`src/rtl/ts_irq_sequencer.sv`:
```
module ts_irq_sequencer #(
  parameter int AW = 12,
  parameter int DW = 32,
  parameter logic [AW-1:0] A_CLKCFG = 'h000,
  parameter logic [DW-1:0] CLKCFG_VAL = 'h28,
  parameter logic [AW-1:0] A_TXREQ = 'h100,
  parameter logic [AW-1:0] A_TMRCLR = 'h104,
  parameter logic [AW-1:0] A_TXSTAT = 'h108,
  parameter logic [AW-1:0] A_RXSTAT = 'h10C,
  parameter logic [DW-1:0] REQ_SYNC = 'h1,
  parameter logic [DW-1:0] REQ_FUP = 'h2,
  parameter logic [DW-1:0] TMRCLR_VAL = 'h1,
  parameter int TYPE_LSB = 0,
  parameter int TYPE_W = 4,
  parameter int TYPE_SYNC = 0
) (
  input  logic          clk,
  input  logic          rst_n,
  input  logic          irq_timer,
  input  logic          irq_tx,
  input  logic          irq_rx,
  output logic          bus_req,
  output logic          bus_we,
  output logic [AW-1:0] bus_addr,
  output logic [DW-1:0] bus_wdata,
  input  logic          bus_ack,
  input  logic [DW-1:0] bus_rdata,
  output logic          busy
);
  typedef enum logic [2:0] {
    S_BOOT, S_CFG, S_IDLE, S_TSYNC, S_TCLR, S_TXST, S_FUP, S_RXST
  } st_t;

  st_t st, nxt;

  wire is_sync = bus_rdata[TYPE_LSB +: TYPE_W] == TYPE_W'(TYPE_SYNC);

  assign bus_req = (st != S_BOOT) && (st != S_IDLE);
  assign busy    = (st != S_IDLE);

  always_comb begin
    nxt = st;
    case (st)
      S_BOOT:  nxt = S_CFG;
      S_CFG:   if (bus_ack) nxt = S_IDLE;
      S_IDLE:  if (irq_tx) nxt = S_TXST;
               else if (irq_timer) nxt = S_TSYNC;
               else if (irq_rx) nxt = S_RXST;
      S_TSYNC: if (bus_ack) nxt = S_TCLR;
      S_TCLR:  if (bus_ack) nxt = S_IDLE;
      S_TXST:  if (bus_ack) nxt = is_sync ? S_FUP : S_IDLE;
      S_FUP:   if (bus_ack) nxt = S_IDLE;
      S_RXST:  if (bus_ack) nxt = S_IDLE;
      default: nxt = S_BOOT;
    endcase
  end

  always_comb begin
    bus_we    = 1'b1;
    bus_addr  = '0;
    bus_wdata = '0;
    case (st)
      S_CFG:   begin bus_addr = A_CLKCFG; bus_wdata = CLKCFG_VAL; end
      S_TSYNC: begin bus_addr = A_TXREQ;  bus_wdata = REQ_SYNC; end
      S_TCLR:  begin bus_addr = A_TMRCLR; bus_wdata = TMRCLR_VAL; end
      S_FUP:   begin bus_addr = A_TXREQ;  bus_wdata = REQ_FUP; end
      S_TXST:  begin bus_addr = A_TXSTAT; bus_we = 1'b0; end
      S_RXST:  begin bus_addr = A_RXSTAT; bus_we = 1'b0; end
      default: bus_we = 1'b0;
    endcase
  end

  always_ff @(posedge clk)
    if (!rst_n) st <= S_BOOT;
    else        st <= nxt;
endmodule

```
`config.mk`:
```
export PLATFORM = sky130hd
export DESIGN_NAME = ts_irq_sequencer
export DESIGN_NICKNAME = d
export VERILOG_FILES = /design/src/rtl/ts_irq_sequencer.sv
export SDC_FILE = /design/constraint.sdc
export NUM_CORES = 1
export LEC_CHECK = 0
export BUFFER_PORTS_ARGS = -buffer_cell sky130_fd_sc_hd__buf_2
export CAP_MARGIN = 20
export CORE_MARGIN = 8
export CORE_UTILIZATION = 30
export CTS_CLUSTER_SIZE = 20
export DETAILED_ROUTE_END_ITERATION = 16
export GPL_TIMING_DRIVEN = 0
export PLACE_DENSITY_LB_ADDON = 0.25
export SETUP_SLACK_MARGIN = 0.5
export SYNTH_ARGS = -nofsm -noshare
export SYNTH_HDL_FRONTEND = slang
export SYNTH_SLANG_ARGS = --single-unit
export TNS_END_PERCENT = 1
```
`constraint.sdc`:
```
create_clock -name clk -period 2.7 [get_ports clk]
set_clock_uncertainty 0.05 [all_clocks]
set_input_delay 0.54 -clock clk [delete_from_list [all_inputs] [get_ports clk]]
set_output_delay 0.54 -clock clk [all_outputs]
set_load 0.05 [all_outputs]
```
==> impl_results.md <==
- Max reg flops: 3
- Placed cell areas: 798 sq um
- Status: finished clean
- Clk_lat worst skew: 0.23 ns
- Place WS: about 0.84 ns
- FMAX: 484 MHz
- Wirelength per Cell: roughly 8.3 um
- Power per cell area: 454 nW/um^2
- Vias in the first global route: 480
- Die H: roughly 60 um
- Hold Path Sink: st[0]$_SDFFE_PN0P_
- Sequential area share after synthesis: 0.112
- Mapped cell area: between 500 and 600 sq um
- Mean post-synth cell area: 7.25 sq um
- GRT Util Overall: 0.0754
- Post-synth top flop: dfxtp_1
- N_diodes: 0
- First-pass GRT wire length: 2.04 mm
- Root buf cell: clkbuf_4
- DR pass1 iterations: 4
- CP endpoint kind: output port
- Post-CTS Setup Bufs: 0
- Drc violations: 0
- Core area: approximately 1700 sq um
- Layout area overhead: 54.1%
- Iteration-0 DRC count of the detailed router: 17
- Hold_buf cts: 0
- Hold Path Cell Cnt: 2
- FP Rows: 15
- Top-area cell type share of the netlist area: 0.531
- Crit-path max FO: 10
- CP Class: register to output port
- Ys Warns: 0
- Setup TNS: 0 ns
- Global route overflow: 0
- Final ANT Viol Nets: 0
- Top reg by flops: st
- FFs w/ async S/R, synth: 0
- RSZ-0062 raised after global routing: no
- Flop2flop setup slack: 1.55 ns
- Nets: 172
- Port Buffer Count: 19
- Biggest regs: st (3)
- Largest cells by area after synthesis: buf_4 (53%), dfxtp_1 (11%), nand2b_1 (5.8%), nor2_1 (2.8%), a21oi_1 (1.9%)
- Peak supply drop: 0.000167 V
- Post-synthesis cell count: 74
- Layout cells sized above 1: 0.474
- Cts bufs inserted: 3
- Max-slew violation count: 0
- Die ar.: roughly 3400 sq um
- Worst-case reg-to-reg path depth: 4
- CTS tree: yes
- Die width: 58.3 um
- Max Buffers Root-to-Sink: 2
- Yosys top cell by area: buf_4
- Static leakage: 0.525 nW
- Placed cells: 154
- Via count: about 520
- Clock transition at the registers of the reported paths: approximately 0.04 ns
- Worst R2R Start: st[2]$_SDFFE_PN0P_
- Final Worst Setup Slack: around 0.63 ns
- RR Endpoint: st[1]$_SDFFE_PN0P_
- Initial Utilization: 0.314
- Final wirelength: 1.32 mm
- Via/cell ratio: 3.30
- Final Hold Viols: 0
- Placed wire-length estimate: between 1 and 1.5 mm
- Synth cell types: 25
- Cts repair resizes: 0
- EDFF count, synth: 0
- Tcrit/Tclk final: 0.766
- Fillers: ~170
- Final instance area: 827 sq um
- Total power of the final layout: 376 uW
- #FFs+latches synth: 3
- Largest net degree at the start of global routing: 11
- I/O pin cnt: 85
- Crit path time final: 2.07 ns
- Max-Cap Viols: 0
- CP required: 2.11 ns
- CP Launch Type: register
- # clock sinks: 3
- Critical path data arrival time: around 1.5 ns
- GPL Wtd Cong: 0.813
- Final Setup Violations: 0
- Depth of the CTS H-tree: 1
- HP Class: input port to register
- Post-Layout Cell Count: 158
- Worst hold start: rst_n
- Antenna violations before repair: 0
## kinds of logic (layout without fill, tap and decap cells)
family | count (synthesis) | after routing | share of synthesized area
AO/OA/AOI/OAI | 7 | 7 | 0.0816
buffers and inverters | 41 | 64 | 0.557
XOR/XNOR | 1 | 1 | 0.0163
other | 1 | 37 | 0.00699
flip-flops | 3 | 3 | 0.112
AND/OR/NAND/NOR | 21 | 21 | 0.226
## metal layers
| layer | vias up | routed length (um) | GRT usage |
|---|---|---|---|
| li1 | 279 | - | - |
| met1 | 201 | 489 | 0.0660 |
| met2 | 39 | 567 | 0.112 |
| met3 | 2 | 235 | 0.0543 |
| met4 | 0 | 23 | 0.0699 |
| met5 | - | 0 | 0 |
## worst max-delay path by stage
stage / start / to / slack (ns) / depth (start not counted)
2_1_floorplan: st[1]$_SDFFE_PN0P_ / bus_wdata[5] / 0.59 / 3
3_3_place_gp: st[2]$_SDFFE_PN0P_ / bus_wdata[0] / 0.84 / 5
3_5_place_dp: st[2]$_SDFFE_PN0P_ / bus_wdata[0] / 0.84 / 5
4_1_cts: st[2]$_SDFFE_PN0P_ / bus_wdata[0] / 0.58 / 5
5_1_grt: st[2]$_SDFFE_PN0P_ / bus_wdata[0] / 0.52 / 5
6_report: st[2]$_SDFFE_PN0P_ / bus_wdata[0] / 0.63 / 5
## cells in the final DEF (no fill, tap or decap), types with 2 or more instances in the layout
master / Yosys / layout
o21ai_1: 1 / 2
nor2_1: 4 / 4
nand2_1: 2 / 2
a21oi_1: 2 / 2
buf_4: 38 / 38
clkbuf_4: 0 / 4
nand2b_1: 5 / 5
conb_1: 1 / 37
dfxtp_1: 3 / 3
buf_2: 2 / 20
## worst max-delay path, stage by stage (launching register included)
cell and delay (ns):
dfxtp_1 0.29, buf_2 0.18, inv_1 0.10, or3_1 0.36, o21ai_1 0.07, clkbuf_4 0.24
## per-stage QoR
stage	utilization	hold WS (ns)
3_5_place_dp	0.467	0.555
6_report	0.484	0.527
4_1_cts	0.483	0.517
3_3_place_gp	0.467	0.541
2_1_floorplan	-	0.499
5_1_grt	0.484	0.533
## cells in the mapped netlist (all sizes together) (2+ instances only)
master / count
nor2: 4
buf: 40
nand2b: 5
nand2: 2
dfxtp: 3
a21oi: 2
o21ai: 2
## report_power, final
part           leakage [nW]  internal [mW]  switching (mW)  total (mW)
Combinational         0.485         0.0640           0.183       0.247
Sequential           0.0247         0.0477         0.00249      0.0502
Clock                0.0150         0.0554          0.0234      0.0788
Total                 0.525          0.167           0.209       0.376
## area by class of cell
class / count / area [sq um] / area share
Inverter: 1 / 3.75 / 0.00454
Clock buffer: 4 / 26.3 / 0.0318
Timing Repair Buffer: 19 / 97.6 / 0.118
Multi-Input combinational cell: 66 / 313 / 0.378
Tap cell: 25 / 31.3 / 0.0378
Buffer: 40 / 295 / 0.357
Sequential cell: 3 / 60.1 / 0.0726
No activity file was read; power rests on OpenSTA's default activity.
